--- src/rtl/phy_i2c_pkg.sv ---
package phy_i2c_pkg;
  localparam logic [15:0] A_DEV  = 16'h3020;
  localparam logic [15:0] A_REG  = 16'h3021;
  localparam logic [15:0] A_WHI  = 16'h3022;
  localparam logic [15:0] A_WLO  = 16'h3023;
  localparam logic [15:0] A_RHI  = 16'h3024;
  localparam logic [15:0] A_RLO  = 16'h3025;
  localparam logic [15:0] A_OP   = 16'h3026;
  localparam logic [15:0] A_STAT = 16'h0108;

  typedef enum logic [1:0] {U_START, U_STOP, U_TX, U_RX} unit_e;

  typedef struct packed {
    logic [6:0]  dev;
    logic [7:0]  regad;
    logic [15:0] wdata;
  } cmd_t;
endpackage

--- src/rtl/phy_i2c_tick.sv ---
module phy_i2c_tick #(
  parameter int CLK_DIV = 4
) (
  input  logic clk_i,
  input  logic rst_ni,
  input  logic run_i,
  input  logic clr_i,
  output logic tick_o
);
  localparam int CW = (CLK_DIV > 1) ? $clog2(CLK_DIV) : 1;
  localparam logic [CW-1:0] LAST = CW'(CLK_DIV - 1);

  logic [CW-1:0] cnt_q;

  always_ff @(posedge clk_i or negedge rst_ni) begin
    if (!rst_ni)                cnt_q <= '0;
    else if (clr_i || !run_i)   cnt_q <= '0;
    else if (cnt_q == LAST)     cnt_q <= '0;
    else                        cnt_q <= cnt_q + CW'(1);
  end

  assign tick_o = run_i && !clr_i && (cnt_q == LAST);
endmodule

--- src/rtl/phy_i2c_regs.sv ---
module phy_i2c_regs
  import phy_i2c_pkg::*;
(
  input  logic        clk_i,
  input  logic        rst_ni,
  input  logic        wr_i,
  input  logic [15:0] addr_i,
  input  logic [7:0]  wdata_i,
  output logic [7:0]  rdata_o,
  input  logic        busy_i,
  input  logic        done_i,
  input  logic        err_i,
  input  logic [15:0] rd_word_i,
  output cmd_t        cmd_o,
  output logic        start_o,
  output logic        start_rd_o,
  output logic [1:0]  stat_o
);
  logic [6:0] dev_q;
  logic [7:0] reg_q, whi_q, wlo_q;
  logic [1:0] stat_q;
  logic [1:0] clr;

  always_ff @(posedge clk_i or negedge rst_ni) begin
    if (!rst_ni) begin
      dev_q <= '0;
      reg_q <= '0;
      whi_q <= '0;
      wlo_q <= '0;
    end else if (wr_i) begin
      case (addr_i)
        A_DEV:   dev_q <= wdata_i[6:0];
        A_REG:   reg_q <= wdata_i;
        A_WHI:   whi_q <= wdata_i;
        A_WLO:   wlo_q <= wdata_i;
        default: ;
      endcase
    end
  end

  assign clr = (wr_i && addr_i == A_STAT) ? wdata_i[1:0] : 2'b00;

  // set wins over clear
  always_ff @(posedge clk_i or negedge rst_ni) begin
    if (!rst_ni) stat_q <= '0;
    else         stat_q <= (stat_q & ~clr) | {done_i, err_i};
  end

  assign start_o    = wr_i && (addr_i == A_OP) && !busy_i && (wdata_i[1] || wdata_i[0]);
  assign start_rd_o = !wdata_i[1];
  assign cmd_o      = '{dev: dev_q, regad: reg_q, wdata: {whi_q, wlo_q}};
  assign stat_o     = stat_q;

  always_comb begin
    case (addr_i)
      A_DEV:   rdata_o = {1'b0, dev_q};
      A_REG:   rdata_o = reg_q;
      A_WHI:   rdata_o = whi_q;
      A_WLO:   rdata_o = wlo_q;
      A_RHI:   rdata_o = rd_word_i[15:8];
      A_RLO:   rdata_o = rd_word_i[7:0];
      A_STAT:  rdata_o = {6'b0, stat_q};
      default: rdata_o = 8'h00;
    endcase
  end
endmodule

--- src/rtl/phy_i2c_seq.sv ---
module phy_i2c_seq
  import phy_i2c_pkg::*;
(
  input  logic        clk_i,
  input  logic        rst_ni,
  input  logic        tick_i,
  input  logic        start_i,
  input  logic        start_rd_i,
  input  cmd_t        cmd_i,
  input  logic        sda_i,
  output logic        busy_o,
  output logic        scl_o,
  output logic        sda_oe_o,
  output logic        done_o,
  output logic        err_o,
  output logic [15:0] rd_word_o,
  output unit_e       unit_o
);
  localparam logic [3:0] ACK_BIT = 4'd8;

  logic       busy_q, rd_q, nack_q, scl_q, oe_q;
  logic [2:0] step_q;
  logic [3:0] bitn_q;
  logic [1:0] ph_q;
  logic [7:0] sh_q, rhi_q, rlo_q;
  cmd_t       cmd_q;
  unit_e      unit;
  logic [7:0] txb;
  logic [2:0] stop_step;

  always_comb begin
    if (rd_q) begin
      case (step_q)
        3'd0, 3'd3:       unit = U_START;
        3'd1, 3'd2, 3'd4: unit = U_TX;
        3'd5, 3'd6:       unit = U_RX;
        default:          unit = U_STOP;
      endcase
    end else begin
      case (step_q)
        3'd0:                   unit = U_START;
        3'd1, 3'd2, 3'd3, 3'd4: unit = U_TX;
        default:                unit = U_STOP;
      endcase
    end
  end

  always_comb begin
    case (step_q)
      3'd1:    txb = {cmd_q.dev, 1'b0};
      3'd2:    txb = cmd_q.regad;
      3'd3:    txb = cmd_q.wdata[15:8];
      3'd4:    txb = rd_q ? {cmd_q.dev, 1'b1} : cmd_q.wdata[7:0];
      default: txb = 8'h00;
    endcase
  end

  assign stop_step = rd_q ? 3'd7 : 3'd5;

  always_ff @(posedge clk_i or negedge rst_ni) begin
    if (!rst_ni) begin
      busy_q <= 1'b0;
      rd_q   <= 1'b0;
      nack_q <= 1'b0;
      scl_q  <= 1'b1;
      oe_q   <= 1'b0;
      step_q <= '0;
      bitn_q <= '0;
      ph_q   <= '0;
      sh_q   <= '0;
      rhi_q  <= '0;
      rlo_q  <= '0;
      cmd_q  <= '0;
      done_o <= 1'b0;
      err_o  <= 1'b0;
    end else begin
      done_o <= 1'b0;
      err_o  <= 1'b0;
      if (start_i && !busy_q) begin
        busy_q <= 1'b1;
        rd_q   <= start_rd_i;
        cmd_q  <= cmd_i;
        nack_q <= 1'b0;
        step_q <= '0;
        bitn_q <= '0;
        ph_q   <= '0;
      end else if (busy_q && tick_i) begin
        ph_q <= ph_q + 2'd1;
        case (unit)
          U_START: begin
            case (ph_q)
              2'd0: begin scl_q <= 1'b0; oe_q <= 1'b0; end
              2'd1: scl_q <= 1'b1;
              2'd2: oe_q <= 1'b1;
              default: begin scl_q <= 1'b0; step_q <= step_q + 3'd1; end
            endcase
          end
          U_STOP: begin
            case (ph_q)
              2'd0: begin scl_q <= 1'b0; oe_q <= 1'b1; end
              2'd1: scl_q <= 1'b1;
              2'd2: oe_q <= 1'b0;
              default: begin
                busy_q <= 1'b0;
                done_o <= !nack_q;
                err_o  <= nack_q;
              end
            endcase
          end
          U_TX: begin
            case (ph_q)
              2'd0: begin
                scl_q <= 1'b0;
                oe_q  <= (bitn_q < ACK_BIT) ? !txb[3'd7 - bitn_q[2:0]] : 1'b0;
              end
              2'd1: scl_q <= 1'b1;
              2'd2: if (bitn_q == ACK_BIT && sda_i) nack_q <= 1'b1;
              default: begin
                scl_q <= 1'b0;
                if (bitn_q == ACK_BIT) begin
                  bitn_q <= '0;
                  step_q <= nack_q ? stop_step : step_q + 3'd1;
                end else begin
                  bitn_q <= bitn_q + 4'd1;
                end
              end
            endcase
          end
          default: begin // U_RX
            case (ph_q)
              2'd0: begin
                scl_q <= 1'b0;
                // ACK after first byte, release (NACK) after last
                oe_q  <= (bitn_q == ACK_BIT) && (step_q == 3'd5);
              end
              2'd1: scl_q <= 1'b1;
              2'd2: if (bitn_q < ACK_BIT) sh_q <= {sh_q[6:0], sda_i};
              default: begin
                scl_q <= 1'b0;
                if (bitn_q == ACK_BIT) begin
                  bitn_q <= '0;
                  step_q <= step_q + 3'd1;
                  if (step_q == 3'd5) rhi_q <= sh_q;
                  else                rlo_q <= sh_q;
                end else begin
                  bitn_q <= bitn_q + 4'd1;
                end
              end
            endcase
          end
        endcase
      end
    end
  end

  assign busy_o    = busy_q;
  assign scl_o     = scl_q;
  assign sda_oe_o  = oe_q;
  assign rd_word_o = {rhi_q, rlo_q};
  assign unit_o    = unit;
endmodule

--- src/rtl/phy_cfg_i2c_master.sv ---
module phy_cfg_i2c_master
  import phy_i2c_pkg::*;
#(
  parameter int CLK_DIV = 4
) (
  input  logic        clk_i,
  input  logic        rst_ni,
  input  logic        reg_wr_i,
  input  logic [15:0] reg_addr_i,
  input  logic [7:0]  reg_wdata_i,
  output logic [7:0]  reg_rdata_o,
  output logic        busy_o,
  output logic        done_o,
  output logic        err_o,
  output logic [1:0]  irq_stat_o,
  output logic        scl_o,
  output logic        sda_oe_o,
  input  logic        sda_i
);
  cmd_t        cmd;
  logic        start, start_rd, tick;
  logic [15:0] rd_word;
  unit_e       unit;
  logic        cond_unit;

  phy_i2c_regs u_regs (
    .clk_i      (clk_i),
    .rst_ni     (rst_ni),
    .wr_i       (reg_wr_i),
    .addr_i     (reg_addr_i),
    .wdata_i    (reg_wdata_i),
    .rdata_o    (reg_rdata_o),
    .busy_i     (busy_o),
    .done_i     (done_o),
    .err_i      (err_o),
    .rd_word_i  (rd_word),
    .cmd_o      (cmd),
    .start_o    (start),
    .start_rd_o (start_rd),
    .stat_o     (irq_stat_o)
  );

  phy_i2c_tick #(.CLK_DIV(CLK_DIV)) u_tick (
    .clk_i  (clk_i),
    .rst_ni (rst_ni),
    .run_i  (busy_o),
    .clr_i  (start),
    .tick_o (tick)
  );

  phy_i2c_seq u_seq (
    .clk_i      (clk_i),
    .rst_ni     (rst_ni),
    .tick_i     (tick),
    .start_i    (start),
    .start_rd_i (start_rd),
    .cmd_i      (cmd),
    .sda_i      (sda_i),
    .busy_o     (busy_o),
    .scl_o      (scl_o),
    .sda_oe_o   (sda_oe_o),
    .done_o     (done_o),
    .err_o      (err_o),
    .rd_word_o  (rd_word),
    .unit_o     (unit)
  );

  assign cond_unit = (unit == U_START) || (unit == U_STOP);
endmodule

--- config.mk ---
export PLATFORM = sky130hd
export DESIGN_NAME = phy_cfg_i2c_master
export DESIGN_NICKNAME = d
export VERILOG_FILES = /design/src/rtl/phy_i2c_pkg.sv /design/src/rtl/phy_i2c_tick.sv /design/src/rtl/phy_i2c_regs.sv /design/src/rtl/phy_i2c_seq.sv /design/src/rtl/phy_cfg_i2c_master.sv
export SDC_FILE = /design/constraint.sdc
export NUM_CORES = 1
export LEC_CHECK = 0
export ABC_AREA = 1
export BUFFER_PORTS_ARGS = -buffer_cell sky130_fd_sc_hd__buf_2
export CAP_MARGIN = 15
export CORE_ASPECT_RATIO = 0.7
export CORE_MARGIN = 2
export CORE_UTILIZATION = 60
export CTS_CLUSTER_SIZE = 28
export DETAILED_ROUTE_END_ITERATION = 10
export PLACE_DENSITY = 0.8
export RECOVER_POWER = 100
export SETUP_SLACK_MARGIN = 0.15
export SYNTH_ARGS = -nofsm -noshare
export SYNTH_HDL_FRONTEND = slang
export SYNTH_SLANG_ARGS = --single-unit
--- constraint.sdc ---
create_clock -name clk_i -period 2.3 [get_ports clk_i]
set_input_delay 0.46 -clock clk_i [delete_from_list [all_inputs] [get_ports clk_i]]
set_output_delay 0.46 -clock clk_i [all_outputs]
set_load 0.02 [all_outputs]
# Word level (Yosys, flattened, before mapping)
# Cells that the tools add are included.
# classes
addsub,5
n_lt_le_gt_ge,2
eq_ne,29
muxes,54
bitwise_logic,7
n_reduce_logical,47
# ops
operator,n
equality test 16 x 14 -> 1 bit (second input constant),7
one-hot mux 8 bit (7 select lines),1
one-hot mux 8 bit (4 select lines),1
two-way mux 3 bit,8
two-way mux 1 bit,22
two-way mux 4 bit,5
AND reduction 6 bit,3
equality test 16 x 9 -> 1 bit (second input constant),1
two-way mux 2 bit,7
inequality test 3 x 1 -> 1 bit (second input constant),4
logical AND 1 bit,10
AND reduction 5 bit,2
nonzero test 2 bit,5
equality test 3 bit (second input constant),3
one-hot mux 3 bit (3 select lines),1
OR reduction 3 bit,3
two-way mux 8 bit,1
inequality test 2 x 1 -> 1 bit (second input constant),4
one-hot mux 1 bit (2 select lines),4
AND reduction 2 bit,4
AND reduction 4 bit,2
equality test 2 bit (second input constant),3
equality test 3 x 2 -> 1 bit (second input constant),2
one-hot mux 2 bit (3 select lines),1
other kinds (25),40
# word_totals
regBits,106
input_bits,28
output_inout_bits,15
wordCells,166

# Logic depth before layout (Yosys ltp)
# Gate-level depths: netlist (run 1).
# logic_depth
word_depth,10
mapped_depth,15
mapped_depth_nobuf,15

# Cells and area by module
# Synthesis (run 1) repeated with hierarchy kept, for this count alone.
# hier_totals
cells_unflattened,727
hier_area_um2,5609.1
# modules_own_cells
module,instances,cells_per_inst,area_per_inst_um2,seq_area_each_um2
phy_i2c_seq,1,427,3445.8,1778.0
phy_i2c_regs,1,288,2062.0,825.8
phy_i2c_tick,1,12,101.3,50.0

# Worst setup path before layout (run 1)
# Ideal clock, no wire load.
# synth_path
path_kind,input-to-output
start,input port reg_addr_i[7]
end,output port reg_rdata_o[7]
t_arrival_ns,1.756
t_required_ns,1.840
path_slack_ns,0.084
cell_stages,10
path_buffers,0
path_cell_list,or2_1 > nor3_2 > nand2_2 > inv_2 > nand3_1 > inv_1 > nand2_1 > nand2_1 > nor2_1 > nor2_1
# synth_between
elab_chain_cells,2
word_cells_on_any_way,8
cone_classes,7 x eq/ne; 1 x mux
# synth_rtl
item,line,text
"start, declared",phy_cfg_i2c_master.sv:9,"input logic [15:0] reg_addr_i,"
equality test 16 x 9 -> 1 bit / equality test 16 x 14 -> 1 bit (equally long branches),phy_i2c_regs.sv:55,case (addr_i)
one-hot mux 8 bit (7 select lines) (*),phy_i2c_regs.sv:55,
"end, declared",phy_cfg_i2c_master.sv:11,"output logic [7:0] reg_rdata_o,"
# Mark *: on every way between the ends. The rest lies on a longest branch, timed or not.

# Worst setup path in the final report (run 1)
# layout_path
start,input port reg_addr_i[6]
end,output port reg_rdata_o[4]
# Same word-level chain as after synthesis.

==> summary.txt, run 1 <==
Detailed routing
  – Detailed Route WL: 14800 µm
  – DRT iter0 DRCs: 473
  – Post-DR wirelength/cell: 17.0 µm
  – Count of TritonRoute iterations in the first routing pass: 5
  – DRC violations left: 0
  – Routed via count divided by cell count: 5.58
  – Routed via count: 4847
  – Count of antenna-violating nets left after detailed routing: 0

Placed design
  – Number of placed instances with taps included: 841
  – Post-placement setup slack: -0.136 ns
  – GP Congestion: 0.946
  – Buffers added on ports: 42
  – HPWL Detailed: 10500 µm
  – Placed standard-cell area: 5930 µm²

Synthesis
  – Mean area per synthesized cell: 8.21 µm²
  – Post-synth ARST share: 100%
  – Sequential element share of the synthesized area: 48.4%
  – Top FF cell, synth: dfrtp_1
  – Ys Warns: 0
  – Area share of the leading cell type in the synthesized netlist: 47.9%
  – Largest cells by area after synthesis: dfrtp_1 48%, nand2_1 13%, inv_1 5.3%, o21ai_2 5.3%, nand3_1 3.5%
  – Net count of the mapped netlist: 707
  – Unique masters post-synth: 37
  – Library cell with the largest summed area after synthesis: dfrtp_1
  – Post-synthesis cell area: 5480 µm²
  – #FFs+latches synth: 106
  – Cell count after synthesis: 668
  – Number of enable flip-flop cells after synthesis: 0

Critical path
  – CP max FO: 5
  – CP peak stage delay: 0.26 ns
  – Type of the worst setup path: in2out
  – Cell-by-cell trace of the critical path: buf_6, or2_4, nor3_4, nand2_4, nor2_4, nand2_4, clkinv_4, buf_12, a22oi_2, nand3_1, buf_6
  – CP endpoint kind: primary output
  – Kind of cell adding the most delay to the critical path: simple AND/OR/NAND/NOR gates
  – FF-to-FF Start: u_seq.step_q[1]$_DFFE_PN0P_
  – Nature of the critical path startpoint: primary input
  – Reg2reg end: u_seq.rlo_q[3]$_DFFE_PN0P_
  – Setup slack, reg-to-reg: 0.22 ns
  – Critical path data arrival time: 1.93 ns
  – FF-to-FF path depth: 13
  – Slowest library cell on the worst path: or2_4
  – Worst Path Required: 1.84 ns
  – Total buffers and inverters traversed by the critical path: 4

CTS
  – Number of hold buffers added after CTS: 0
  – Number of clock sinks seen by CTS: 106
  – Clock transition time at the flip-flop clock pins of the worst setup and hold paths: 0.07 ns
  – Clock tree from TritonCTS: done
  – CTS Root Buffer Type: clkbuf_16
  – Latest clock arrival within the worst-skew pair: 0.35 ns
  – Total CTS buffers: 9
  – Maximum clock path buffer count: 2
  – Htree depth: 3

STA
  – # setup viols final: 8
  – Final setup slack of the worst path: -0.0855 ns
  – Min Tclk post-route: 2.39 ns
  – Count of endpoints failing hold in the final timing report: 0
  – RSZ-0062 raised after global routing: true
  – Setup skew after layout: 0.00832 ns
  – Share of the clock period used by the worst path after layout: 104%
  – Worst slew margin relative to its limit: -9.11%
  – Worst-Margin Slew: 1.64 ns
  – Number of max-slew violations in the final report: 28
  – Fmax: 419 MHz

Layout
  – Leading cell types in the layout, fill and taps excluded: 190 x nand2_1, 105 x dfrtp_1, 74 x inv_1
  – Final std cells w/o fill: 868
  – Area of all placed cells without fillers: 6550 µm²
  – Final-layout fill cell count: 671
  – Most common library cell in the layout ignoring fill and taps: nand2_1
  – Fraction of final layout cells sized beyond drive strength 1: 23.5%
  – Count of antenna diodes in the layout: 0
  – Synth-to-layout area growth: 19.5%
  – Layout net count: 778

Power and ir drop
  – Maximum ir drop on the vdd rail: 0.364 mV
  – Final total power: 3.46 mW
  – Static power due to leakage: 3.26 nW
  – Cell area power density: 529 nW/µm²

Global route
  – Number of antenna violations at the first check in global routing: 0
  – Met3 track utilization from global routing: 9.02%
  – Global routing met2 resource utilization: 46.8%
  – First-pass GRT wire length: 23500 µm
  – Largest net degree at the start of global routing: 56
  – Global-route usage over all layers: 30.4%
  – Gr ovfl total: 0
  – Global-route met1 utilization: 42.2%
  – Via count of the first global-routing pass: 4725
  – Most used routing layer: met2

Floorplan
  – Row Count: 29
  – Overall die area: 9930 µm²
  – Floorplan die height: 84.0 µm
  – Core Region: 8960 µm²
  – I/O pin total: 43
  – Die X: 118 µm
  – Starting density of the core: 61.2%

Worst hold path
  – End point of the most critical hold path: u_seq.rd_q$_DFFE_PN0N_
  – Min-delay worst type: in2reg
  – Hold path depth: 2
  – Worst Min Path Start: reg_wdata_i[1]

Flow run
  – Number of max-capacitance violations reported: 1

Status
  – Violated checks: max-capacitance violations, max-slew violations, negative setup slack
  – Status: complete, but fails checks
==> sequential cells by signal (all words and copies together) (netlist names) <==
name            count
u_seq.rd_q          1
u_seq.sh_q          8
u_regs.dev_q        7
u_seq.ph_q          2
u_seq.sda_oe_o      1
u_regs.wlo_q        8
u_tick.cnt_q        2
u_seq.done_o        1
u_seq.step_q        3
u_seq.rhi_q         8
u_regs.stat_o       2
u_regs.reg_q        8
u_seq.err_o         1
u_seq.busy_o        1
u_seq.cmd_q        31
u_seq.bitn_q        4
u_regs.whi_q        8
u_seq.rlo_q         8
u_seq.scl_o         1
u_seq.nack_q        1
==> power by group <==
part           internal (mW)  switching, mW  leakage, nW
Combinational         0.0403         0.0861         1.73
Clock                  0.769          0.705        0.132
Sequential              1.86       0.000446         1.39
==> logic make-up after synthesis <==
logic type,synth area share (%)
compound gates,14.7
fa+ha+maj,2.51
xor+xnor,0.160
simple gates,25.4
buf+inv,8.76
flops,48.4
==> worst max path at each step <==
stage	start	to	slack (ns)	depth (start not counted)
after floorplan	reg_addr_i[7]	reg_rdata_o[7]	0.17	10
after global placement	reg_addr_i[7]	reg_rdata_o[7]	-0.09	12
after detailed placement	reg_addr_i[7]	reg_rdata_o[7]	-0.14	12
after CTS	reg_addr_i[8]	reg_rdata_o[1]	-0.06	11
after global routing	reg_addr_i[6]	reg_rdata_o[5]	-0.19	12
final	reg_addr_i[6]	reg_rdata_o[4]	-0.09	11
==> cells in the mapped netlist, types with 5 or more instances <==
| cell type | n |
|---|---|
| buf_6 | 8 |
| buf_4 | 5 |
| nor2_1 | 45 |
| ha_1 | 11 |
| nor3_1 | 7 |
| nand2_1 | 193 |
| a22oi_1 | 10 |
| o21ai_1 | 37 |
| o21ai_2 | 33 |
| inv_1 | 78 |
| inv_2 | 5 |
| nand2_2 | 8 |
| nand3_1 | 38 |
| o21ai_0 | 23 |
| dfrtp_1 | 105 |
| a21oi_1 | 22 |
| nand4_1 | 8 |
==> stage by stage <==
stage / setup TNS [ns] / utilization [%] / hold WS, ns
2_1_floorplan: 0 / - / 0.164
3_3_place_gp: -0.330 / 66.2 / 0.409
3_5_place_dp: -0.691 / 66.2 / 0.416
4_1_cts: -0.326 / 70.7 / 0.0434
5_1_grt: -1.25 / 73.1 / 0.308
6_report: -0.558 / 73.1 / 0.306
==> cell type report <==
cell class | instances | area, µm² | share of cell area, %
clock buffer | 11 | 243 | 3.70
multi-input combinational | 458 | 2530 | 38.6
inverter | 86 | 345 | 5.27
timing repair buffer | 78 | 589 | 8.99
sequential | 106 | 2650 | 40.5
tap | 124 | 155 | 2.37
clock inverter | 5 | 37.5 | 0.573
==> layer usage <==
layer	wire length, µm	part of all wire (%)	up-vias
met1	6530	44	2292
met3	1360	9.2	27
met5	0	0	-
met4	261	1.8	0
met2	6610	45	225
li1	-	-	2303
==> what timing repair did <==
action                                  CTS  global route
cloned                                    0             1
endpoints found under the setup margin    8            36
pin swaps                                12            19
resized for setup                        29            39
buffers inserted                          2             8
No activity file was read; power rests on OpenSTA's default activity.
==> run 2, diff against run 1 <==
Settings changed: SETUP_SLACK_MARGIN 0.15 to 0.4.
==> run 2 against run 1 <==
  * The run ends with negative setup slack left
  * Wire length rose by 24%
  * Cell area rose by 10%
  * Flip-flop and latch count did not move
  * Critical path type unchanged
  * Critical endpoint is now reg_rdata_o[7]
  * Largest cell class is now multi-input combinational cells
  * Largest power group unchanged
==> summary.txt, run 2 (synthesis gave the netlist of run 1 again) <==
Status
  – Status: complete, but fails checks
  – Violated checks: negative setup slack

Critical path
  – CP peak stage delay: 0.24 ns
  – Nature of the critical path startpoint: primary input
  – Type of the worst setup path: in2out
  – Cell-by-cell trace of the critical path: buf_2, or2_4, nor3_4, nand2_2, inv_4, nand3_1, inv_2, nand2_1, nand2_1, nor2_1, nor2_2, buf_6
  – Total buffers and inverters traversed by the critical path: 4
  – Cell occurring most often along the worst timing path: nand2_1
  – CP max FO: 7
  – Critical path data arrival time: 2.09 ns
  – Slowest library cell on the worst path: or2_4
  – Worst Path Required: 1.84 ns
  – CP endpoint kind: primary output
  – Kind of cell adding the most delay to the critical path: simple AND/OR/NAND/NOR gates

Detailed routing
  – DRT iter0 DRCs: 968
  – Count of antenna-violating nets left after detailed routing: 0
  – Post-DR wirelength/cell: 20.6 µm
  – Routed via count divided by cell count: 6.27
  – DRC violations left: 0
  – Routed via count: 5547
  – Count of TritonRoute iterations in the first routing pass: 6
  – Detailed Route WL: 18200 µm

Floorplan
  – Core Region: 8960 µm²
  – Overall die area: 9930 µm²
  – Die X: 118 µm
  – Floorplan die height: 84.0 µm
  – I/O pin total: 43
  – Row Count: 29
  – Starting density of the core: 61.2%

Layout
  – Register bank with the most flops: u_seq.cmd_q
  – Flip-flop count of the largest register after layout: 31
  – Final-layout fill cell count: 507
  – Fraction of final layout cells sized beyond drive strength 1: 35.6%
  – Leading cell types in the layout, fill and taps excluded: 160 x nand2_1, 102 x dfrtp_1, 67 x inv_1
  – Count of antenna diodes in the layout: 0
  – Most common library cell in the layout ignoring fill and taps: nand2_1
  – Final core occ: 80.4%
  – Layout net count: 795
  – Synth-to-layout area growth: 31.4%
  – Area of all placed cells without fillers: 7210 µm²
  – Final std cells w/o fill: 885

Power and ir drop
  – Maximum ir drop on the vdd rail: 0.456 mV
  – Static power due to leakage: 3.43 nW
  – Final total power: 3.50 mW
  – Cell area power density: 486 nW/µm²

Placed design
  – Placed standard-cell area: 5950 µm²
  – HPWL Detailed: 10200 µm
  – Number of placed instances with taps included: 840
  – Buffers added on ports: 42
  – Post-placement setup slack: -0.114 ns
  – GP Congestion: 1.02

CTS
  – Number of clock sinks seen by CTS: 106
  – Total CTS buffers: 9
  – Latest clock arrival within the worst-skew pair: 0.36 ns
  – Number of hold buffers added after CTS: 0
  – Clock tree from TritonCTS: done
  – Maximum clock path buffer count: 2
  – Clock transition time at the flip-flop clock pins of the worst setup and hold paths: 0.06 ns
  – CTS Root Buffer Type: clkbuf_16
  – Htree depth: 3

Global route
  – Global-route usage over all layers: 31.5%
  – Number of antenna violations at the first check in global routing: 0
  – Gr ovfl total: 0
  – Via count of the first global-routing pass: 4872
  – Largest net degree at the start of global routing: 43
  – First-pass GRT wire length: 24400 µm

STA
  – Worst slew margin relative to its limit: 33.2%
  – Worst-Margin Slew: 1.00 ns
  – RSZ-0062 raised after global routing: true
  – Post-route setup TNS: -1.29 ns
  – Number of max-slew violations in the final report: 0
  – Share of the clock period used by the worst path after layout: 111%
  – Min Tclk post-route: 2.55 ns
  – Setup skew after layout: 0.00948 ns
  – # setup viols final: 8
  – Final setup slack of the worst path: -0.249 ns
  – Fmax: 392 MHz
  – Fin Hold WS: 0.262 ns
  – Count of endpoints failing hold in the final timing report: 0

Worst hold path
  – Min-delay worst type: in2async

Flow run
  – Number of max-capacitance violations reported: 0
-- run 2: what timing repair did --
action                                  4_1_cts  5_1_grt
endpoints found under the hold margin         0        0
gates resized for setup                      59      137
buffers inserted                             11       14
pin swaps                                    11       31
endpoints found under the setup margin       39       64
gates cloned                                  1        3
-- run 2: metal layers --
layer	GRT usage [%]	vias to the layer above	wire (µm)
li1	-	2333	-
met2	49.8	469	8100
met4	12.8	0	1150
met3	7.65	145	2060
met5	0	-	0
met1	41.9	2600	6940
-- run 2: area by class of cell --
type / count / area (µm²) / share of cell area [%]
Multi-Input combinational cell: 460 / 2970 / 41.2
Clock inverter: 3 / 22.5 / 0.313
Tap cell: 124 / 155 / 2.15
Sequential cell: 106 / 2660 / 36.9
Timing Repair Buffer: 93 / 777 / 10.8
Clock buffer: 13 / 260 / 3.61
Inverter: 86 / 363 / 5.03
-- run 2: worst paths after layout --
kind,from,to,slack (ns),cells past startpoint
max,reg_addr_i[6],reg_rdata_o[7],-0.25,12
min,rst_ni,u_seq.cmd_q[20]$_DFFE_PN0N_,0.26,1
min reg2reg,u_tick.cnt_q[0]$_DFF_PN0_,u_tick.cnt_q[0]$_DFF_PN0_,0.46,1
min in group clk_i,reg_wdata_i[1],u_seq.rd_q$_DFFE_PN0N_,0.31,2
max reg2reg,u_seq.step_q[0]$_DFFE_PN0P_,u_seq.rlo_q[7]$_DFFE_PN0P_,0.16,13
max in group asynchronous,rst_ni,u_seq.rd_q$_DFFE_PN0N_,0.54,2
-- run 2: power by group --
group | internal (mW) | leakage (nW) | switching [mW]
sequential | 1.86 | 1.39 | 0.000617
clock | 0.800 | 0.140 | 0.711
combinational | 0.0358 | 1.90 | 0.0911
